<file path="src/rtl/srq_pkg.sv">
package srq_pkg;
  localparam int unsigned DW = 9;

  typedef struct packed {
    logic [DW-1:0] data;
    logic          fe;
    logic          pe;
  } rx_entry_t;

  // 1 when data plus received parity bit fail the selected parity sense
  function automatic logic par_err(logic [DW-1:0] d, logic pbit, logic odd);
    return (^d) ^ pbit ^ odd;
  endfunction
endpackage

</file>
<file path="src/rtl/srq_sampler.sv">
module srq_sampler
  import srq_pkg::*;
#(
  parameter int unsigned OSR = 16
) (
  input  logic      clk,
  input  logic      rst_n,
  input  logic      en,
  input  logic      tick,
  input  logic      rxd,
  input  logic [2:0] len_sel,
  input  logic      par_en,
  input  logic      par_odd,
  output rx_entry_t ch,
  output logic      ch_valid
);
  localparam int unsigned CW   = $clog2(OSR);
  localparam int unsigned IW   = $clog2(DW + 1);
  localparam logic [CW-1:0] MID  = CW'(OSR / 2 - 1);
  localparam logic [CW-1:0] LAST = CW'(OSR - 1);

  typedef enum logic [2:0] {S_IDLE, S_START, S_DATA, S_PAR, S_STOP} st_t;

  st_t            st_q, st_d;
  logic [CW-1:0]  cnt_q, cnt_d;
  logic [IW-1:0]  idx_q, idx_d, nbits;
  logic [DW-1:0]  dat_q, dat_d;
  logic           pb_q, pb_d;
  logic           s1_q, s2_q;
  logic           vld_d;
  rx_entry_t      ch_q, ch_d;

  assign nbits = (len_sel > 3'd4) ? IW'(DW) : IW'(5) + IW'(len_sel);

  always_comb begin
    st_d  = st_q;
    cnt_d = cnt_q;
    idx_d = idx_q;
    dat_d = dat_q;
    pb_d  = pb_q;
    vld_d = 1'b0;
    ch_d  = ch_q;
    if (!en) begin
      st_d  = S_IDLE;
      cnt_d = '0;
    end else if (tick) begin
      case (st_q)
        S_IDLE: if (!s2_q) begin
          st_d  = S_START;
          cnt_d = '0;
        end
        S_START: if (cnt_q == MID) begin
          cnt_d = '0;
          if (s2_q) st_d = S_IDLE;
          else begin
            st_d  = S_DATA;
            idx_d = '0;
            dat_d = '0;
          end
        end else cnt_d = cnt_q + 1'b1;
        S_DATA: if (cnt_q == LAST) begin
          cnt_d = '0;
          for (int i = 0; i < DW; i++)
            if (idx_q == IW'(i)) dat_d[i] = s2_q;
          if (idx_q == nbits - IW'(1)) st_d = par_en ? S_PAR : S_STOP;
          else idx_d = idx_q + 1'b1;
        end else cnt_d = cnt_q + 1'b1;
        S_PAR: if (cnt_q == LAST) begin
          cnt_d = '0;
          pb_d  = s2_q;
          st_d  = S_STOP;
        end else cnt_d = cnt_q + 1'b1;
        S_STOP: if (cnt_q == LAST) begin
          cnt_d   = '0;
          st_d    = S_IDLE;
          vld_d   = 1'b1;
          ch_d.data = dat_q;
          ch_d.fe   = ~s2_q;
          ch_d.pe   = par_en & par_err(dat_q, pb_q, par_odd);
        end else cnt_d = cnt_q + 1'b1;
        default: st_d = S_IDLE;
      endcase
    end
  end

  always_ff @(posedge clk or negedge rst_n) begin
    if (!rst_n) begin
      s1_q     <= 1'b1;
      s2_q     <= 1'b1;
      st_q     <= S_IDLE;
      cnt_q    <= '0;
      idx_q    <= '0;
      dat_q    <= '0;
      pb_q     <= 1'b0;
      ch_q     <= '0;
      ch_valid <= 1'b0;
    end else begin
      s1_q     <= rxd;
      s2_q     <= s1_q;
      st_q     <= st_d;
      cnt_q    <= cnt_d;
      idx_q    <= idx_d;
      dat_q    <= dat_d;
      pb_q     <= pb_d;
      ch_valid <= vld_d;
      if (vld_d) ch_q <= ch_d;
    end
  end

  assign ch = ch_q;
endmodule

</file>
<file path="src/rtl/srq_buf.sv">
module srq_buf
  import srq_pkg::*;
#(
  parameter int unsigned DEPTH = 2
) (
  input  logic                       clk,
  input  logic                       rst_n,
  input  logic                       en,
  input  logic                       push,
  input  rx_entry_t                  din,
  input  logic                       pop,
  output rx_entry_t                  head,
  output logic [$clog2(DEPTH+1)-1:0] level,
  output logic                       ovr
);
  localparam int unsigned PW = (DEPTH > 1) ? $clog2(DEPTH) : 1;
  localparam int unsigned LW = $clog2(DEPTH + 1);

  rx_entry_t      mem_q [DEPTH];
  logic [PW-1:0]  wp_q, wp_d, rp_q, rp_d;
  logic [LW-1:0]  lvl_q, lvl_d;
  logic           ovr_q, ovr_d;
  logic           do_pop, do_push, full;

  assign full    = (lvl_q == LW'(DEPTH));
  assign do_pop  = pop && (lvl_q != '0);
  assign do_push = push && !ovr_q && (!full || do_pop);

  always_comb begin
    wp_d  = wp_q;
    rp_d  = rp_q;
    lvl_d = lvl_q;
    ovr_d = ovr_q;
    if (!en) begin
      wp_d  = '0;
      rp_d  = '0;
      lvl_d = '0;
      ovr_d = 1'b0;
    end else begin
      if (do_push) wp_d = (wp_q == PW'(DEPTH - 1)) ? '0 : wp_q + 1'b1;
      if (do_pop)  rp_d = (rp_q == PW'(DEPTH - 1)) ? '0 : rp_q + 1'b1;
      lvl_d = lvl_q + LW'(do_push) - LW'(do_pop);
      if (do_pop) ovr_d = 1'b0;
      else if (push && full) ovr_d = 1'b1;
    end
  end

  always_ff @(posedge clk or negedge rst_n) begin
    if (!rst_n) begin
      wp_q  <= '0;
      rp_q  <= '0;
      lvl_q <= '0;
      ovr_q <= 1'b0;
    end else begin
      wp_q  <= wp_d;
      rp_q  <= rp_d;
      lvl_q <= lvl_d;
      ovr_q <= ovr_d;
    end
  end

  for (genvar g = 0; g < DEPTH; g++) begin : g_slot
    always_ff @(posedge clk or negedge rst_n) begin
      if (!rst_n) mem_q[g] <= '0;
      else if (!en) mem_q[g] <= '0;
      else if (do_push && wp_q == PW'(g)) mem_q[g] <= din;
    end
  end

  assign head  = mem_q[rp_q];
  assign level = lvl_q;
  assign ovr   = ovr_q;
endmodule

</file>
<file path="src/rtl/serial_rx_queue.sv">
module serial_rx_queue
  import srq_pkg::*;
#(
  parameter int unsigned OSR   = 16,
  parameter int unsigned DEPTH = 2
) (
  input  logic          clk,
  input  logic          rst_n,
  input  logic          rx_en,
  input  logic          sample_tick,
  input  logic          rxd,
  input  logic [2:0]    len_sel,
  input  logic          par_en,
  input  logic          par_odd,
  input  logic          irq_en,
  input  logic          gie,
  input  logic          rd_pop,
  output logic [DW-1:0] rx_data,
  output logic          err_frame,
  output logic          err_par,
  output logic          overrun,
  output logic          rx_done,
  output logic          irq
);
  localparam int unsigned LW = $clog2(DEPTH + 1);

  logic          rs1_q, rs2_q, srst_n;
  rx_entry_t     ch, head;
  logic          ch_valid, ovr_q;
  logic [LW-1:0] buf_level;

  // reset asserts at once, releases on a clock edge
  always_ff @(posedge clk or negedge rst_n) begin
    if (!rst_n) begin
      rs1_q <= 1'b0;
      rs2_q <= 1'b0;
    end else begin
      rs1_q <= 1'b1;
      rs2_q <= rs1_q;
    end
  end
  assign srst_n = rs2_q;

  srq_sampler #(.OSR(OSR)) u_samp (
    .clk(clk), .rst_n(srst_n), .en(rx_en), .tick(sample_tick), .rxd(rxd),
    .len_sel(len_sel), .par_en(par_en), .par_odd(par_odd),
    .ch(ch), .ch_valid(ch_valid)
  );

  srq_buf #(.DEPTH(DEPTH)) u_buf (
    .clk(clk), .rst_n(srst_n), .en(rx_en), .push(ch_valid), .din(ch),
    .pop(rd_pop & rx_en), .head(head), .level(buf_level), .ovr(ovr_q)
  );

  assign rx_done   = rx_en && (buf_level != '0);
  assign rx_data   = rx_done ? head.data : '0;
  assign err_frame = rx_done & head.fe;
  assign err_par   = rx_done & head.pe;
  assign overrun   = rx_en & ovr_q;
  assign irq       = rx_done & irq_en & gie;
endmodule

</file>
<file path="config.mk">
export PLATFORM = sky130hd
export DESIGN_NAME = serial_rx_queue
export DESIGN_NICKNAME = d
export VERILOG_FILES = /design/src/rtl/srq_pkg.sv /design/src/rtl/srq_sampler.sv /design/src/rtl/srq_buf.sv /design/src/rtl/serial_rx_queue.sv
export SDC_FILE = /design/constraint.sdc
export NUM_CORES = 1
export LEC_CHECK = 0
export BUFFER_PORTS_ARGS = -buffer_cell sky130_fd_sc_hd__buf_2
export CAP_MARGIN = 25
export CORE_ASPECT_RATIO = 0.9
export CORE_MARGIN = 5
export CORE_UTILIZATION = 37
export CTS_BUF_LIST = sky130_fd_sc_hd__clkbuf_8
export CTS_CLUSTER_SIZE = 10
export DETAILED_ROUTE_END_ITERATION = 16
export SETUP_SLACK_MARGIN = 0.05
export SLEW_MARGIN = 20
export SYNTH_ARGS = -nofsm -noshare
export SYNTH_HDL_FRONTEND = slang
export SYNTH_SLANG_ARGS = --single-unit
</file>
<file path="constraint.sdc">
create_clock -name clk -period 3.5 [get_ports clk]
set_input_delay 0.7 -clock clk [delete_from_list [all_inputs] [get_ports clk]]
set_output_delay 0.7 -clock clk [all_outputs]
set_load 0.05 [all_outputs]
</file>
# After elaboration in Yosys (flattened, before gate mapping)
# Index checks and enable logic that the tools add are counted.
# totals
regBits,64
inputBits,13
out_inout_bits,14
word_cells,182
# op_classes
addsub,8
order_cmp,2
eq_ne,42
n_mux,57
bitwise_logic,12
reduce_logical,30
# op_table
operator,n
11-bit two-way mux,7
7-bit AND reduction,11
4-bit two-way mux,9
9-bit two-way mux,4
"2-bit by 1-bit inequality test with 1-bit output, second input constant",16
3-bit two-way mux,9
1-bit two-way mux,22
"4-bit by 3-bit equality test with 1-bit output, second input constant",5
9-bit case mux with 2 select lines,1
"3-bit by 2-bit inequality test with 1-bit output, second input constant",5
3-bit case mux with 5 select lines,1
4-bit case mux with 3 select lines,1
9-bit parity,1
"4-bit by 1-bit adder with 4-bit output, second input constant",2
"4-bit by 2-bit equality test with 1-bit output, second input constant",2
"4-bit equality test, second input constant",2
4-bit case mux with 2 select lines,1
1-bit bitwise AND,7
1-bit logical AND,7
"3-bit by 2-bit equality test with 1-bit output, second input constant",2
5-bit AND reduction,1
"3-bit by 3-bit adder with 4-bit output, first input constant",1
"4-bit by 1-bit equality test with 1-bit output, second input constant",1
4-bit equality test,1
other kinds (25),32

# Logic depth before layout (Yosys ltp)
# logic_depth
ltp_word,9
depth_mapped,9
ltp_nobuf,9

# Hierarchy
# A second synthesis with hierarchy kept.
# hier_totals
hier_cells,354
hier_area_um2,3651.0
# by_module_without_submodules
module,instances,cells_each,area_per_inst_um2,seq_area_each_um2
srq_sampler,1,212,2068.2,878.3
srq_buf,1,121,1355.0,675.6
serial_rx_queue,1,21,227.7,50.0

# Worst setup path before layout
# No wires, ideal clock.
# synth_path
path_kind,input to output
start,input rx_en
end,output err_par
arrival_time_ps,1875
required_time_ps,2800
setup_slack_ps,925
path_stages,4
n_path_buf,2
cell_sequence,buf_2 > o21ai_0 > clkbuf_1 > nor2_1
# synth_between
elab_chain_cells,2
# synth_lines
item,line,source
from (decl),serial_rx_queue.sv:9,"input logic rx_en,"
1-bit logical AND,serial_rx_queue.sv:55,assign rx_done = rx_en && (buf_level != '0);
1-bit bitwise AND,serial_rx_queue.sv:58,assign err_par = rx_done & head.pe;
to (decl),serial_rx_queue.sv:20,"output logic err_par,"
# Every way passes these cells.

# Final worst setup path
# layout_path
start,input rx_en
end,output irq
# layout_between
elab_chain_cells,3
# layout_lines
item,line,source
1-bit logical AND,serial_rx_queue.sv:55,
1-bit bitwise AND (2 in a row),serial_rx_queue.sv:60,assign irq = rx_done & irq_en & gie;
to (decl),serial_rx_queue.sv:23,output logic irq
# Every way passes these cells.

==> out/qor.csv <==
metric,value,unit
post_route_cells_drive_above_1_share,0.160,
hpwl,4840,um
cellPowerDensity,432,nW/um2
slew_viol_final,0,
rows,33,
grt.overflow.total,0,
antenna_found_initial,0,
min_period,2.56,ns
ant_nets,0,
ios,27,
fillers,881,
synthFlopType,dfrtp_1,
post-cts-setup-buffers,0,
port-buffer-count,26,
synth.avg_cell_area,9.73,um2
fin_setup_tns,0,ns
clk_pin_slew,0.07,ns
critPathCaptureType,output port,
ir_worst_vdd,0.167,mV
crit_type,input pin to output port,
r2r-start,u_samp.st_q[1],
worst_pin_slew,0.861,ns
drv_cap,0,
grt_max_degree,41,
syn_inst,348,
p_leak,1.77,nW
viasPerCell,5.08,
tritoncts,done,
cpMostUsedCell,buf_2,
fp.coreArea,9040,um2
fin_nets,393,
cts.repair.resized,0,
reg2regPathDepth,6,
dr.first_iter.drc_count,195,
critPathSlowestCell,buf_2,
ys_ff_latch,64,
r2r-end,u_samp.idx_q[3],
routed_wl,6860,um
chipHeight,101,um
wl_per_cell,13.8,um
final_hold_viol_count,0,
post-place-ws,0.896,ns
clock-sinks,64,
cp_slowest_stage_delay,0.31,ns
grt_pass1_vias,2447,
cp-start-kind,input pin,
root_buffer,clkbuf_8,
dieArea,11200,um2
synth.distinct_cells,49,
critical_path.cell_chain,buf_2 > o21ai_0 > buf_4 > inv_1 > and3_1 > buf_2,
yosys_warnings,0,
fmax,391,MHz
synth.top_cell.area_share,0.458,
rsz0062_at_grt,no,
path_buf_inv,4,
grt_pass1_wl,11800,um
die_w,111,um
area_growth_syn_to_layout,13.2,%
synth_seq_area_share,0.474,
cp_max_fo,21,
setup_viol,0,
yosys.area.top_type,dfrtp_1,
rrSetupSlack,1.26,ns
grt_usage,0.130,
vias,2526,
diodes,0,
fin_cells,497,
worstPathRequired,2.80,ns
firstDrtPassIters,4,
syn_area,3390,um2
synth_area_leaders,"dfrtp_1, o21ai_0, xnor2_1, mux2i_1, ha_1",
hold_path.class,input pin to async pin,
min_period_over_period,0.731,
start_util,0.375,
postCtsHoldBufs,0,
cts_buffer_depth,2,
drc,0,
relSlewSlack,0.426,
finClkSkew,0.00780,ns
setup_ws,0.943,ns
clk_latency,0.34,ns
synth-edff-count,0,
path_delay_family,buffers and inverters,
mappedNetlistNets,371,
dp.cells,481,
gp_congestion,0.798,
cts_buffers,9,
h-tree-depth,3,
async_flop_share,1.00,
critPathArrivalTime,1.86,ns
status,"complete, no violations",
==> state kept, by name, summed over array words and instances (netlist names), 2 cells and up <==
signal and cells:
u_samp.idx_q 4, u_samp.cnt_q 4, u_samp.ch 11, u_buf.level 2
u_samp.dat_q 9, u_buf.mem_q 22, u_samp.st_q 3
==> Yosys cell counts, types with 2 or more instances <==
master / count
o21ai_1: 4
clkbuf_1: 12
ha_1: 10
o31ai_1: 2
o211ai_1: 7
nand2b_1: 2
xor2_1: 5
mux2_2: 5
nand2_1: 30
and2_1: 5
a31oi_1: 3
a211oi_1: 2
a21oi_1: 17
and3_1: 4
nand3_1: 9
xnor2_1: 15
buf_2: 5
o21ai_0: 34
o221ai_1: 2
nor2b_1: 5
mux2i_1: 13
mux2_1: 6
nor3b_1: 2
nor2_1: 31
dfstp_2: 2
inv_1: 21
dfrtp_1: 62
a22o_1: 12
==> layer usage <==
metal	track usage	vias to the layer above	part of all wire
li1	-	1248	-
met1	0.164	1218	0.48
met2	0.210	50	0.46
met3	0.0414	10	0.045
met4	0.0483	0	0.013
met5	0	-	0
==> cells by family (layout without fill, tap and decap cells) <==
family | count (synthesis) | count (layout) | share of synthesized area
other | 1 | 1 | 0.00111
XOR/XNOR | 20 | 20 | 0.0517
adder cells (fa/ha/maj) | 10 | 10 | 0.0369
AO/OA/AOI/OAI | 87 | 87 | 0.158
buffers and inverters | 41 | 68 | 0.0506
multiplexers | 24 | 24 | 0.0750
flip-flops | 64 | 64 | 0.474
AND/OR/NAND/NOR | 101 | 101 | 0.153
==> worst max path at each step <==
| stage | start | depth (start not counted) | endpoint | slack (ns) |
|---|---|---|---|---|
| floorplan | rx_en | 4 | err_par | 0.93 |
| global placement | rx_en | 7 | u_samp.idx_q[3] | 0.94 |
| detailed placement | rx_en | 7 | u_samp.idx_q[3] | 0.90 |
| CTS | rx_en | 6 | irq | 0.91 |
| global route | rx_en | 6 | irq | 0.81 |
| finish | rx_en | 6 | irq | 0.94 |
==> report_power, final <==
part,total [mW],switching [mW],internal (mW)
registers,0.794,0.0390,0.755
clock network,0.699,0.297,0.402
logic,0.164,0.100,0.0640
total,1.66,0.436,1.22
==> through the flow <==
step	hold slack, ns	instance area, um2	utilization	power [mW]
after floorplan	0.331	3390	-	0.929
after global placement	0.337	3620	0.400	0.969
after detailed placement	0.341	3620	0.400	0.971
after CTS	0.111	3830	0.424	1.68
after global routing	0.103	3830	0.424	1.74
final	0.123	3830	0.424	1.66
==> cell usage in the layout (no fill, tap or decap), types with 3 or more instances in the layout <==
| cell type | instances |
|---|---|
| a21oi_1 | 17 |
| a22o_1 | 12 |
| a31oi_1 | 3 |
| and2_1 | 5 |
| and3_1 | 4 |
| buf_2 | 26 |
| buf_4 | 5 |
| clkbuf_8 | 9 |
| dfrtp_1 | 61 |
| ha_1 | 10 |
| inv_1 | 21 |
| mux2_1 | 6 |
| mux2_2 | 5 |
| mux2i_1 | 13 |
| nand2_1 | 30 |
| nand3_1 | 9 |
| nor2_1 | 31 |
| nor2b_1 | 5 |
| o211ai_1 | 7 |
| o21ai_0 | 34 |
| o21ai_1 | 4 |
| xnor2_1 | 15 |
| xor2_1 | 5 |
==> cell type report <==
cell class	instances	area (um2)	share of cell area
Sequential cell	64	1610	0.419
Clock inverter	7	95.1	0.0248
Timing Repair Buffer	31	168	0.0437
Inverter	21	78.8	0.0206
Tap cell	122	153	0.0398
Multi-Input combinational cell	243	1610	0.420
Clock buffer	9	124	0.0323
No activity file was read; power rests on OpenSTA's default activity.
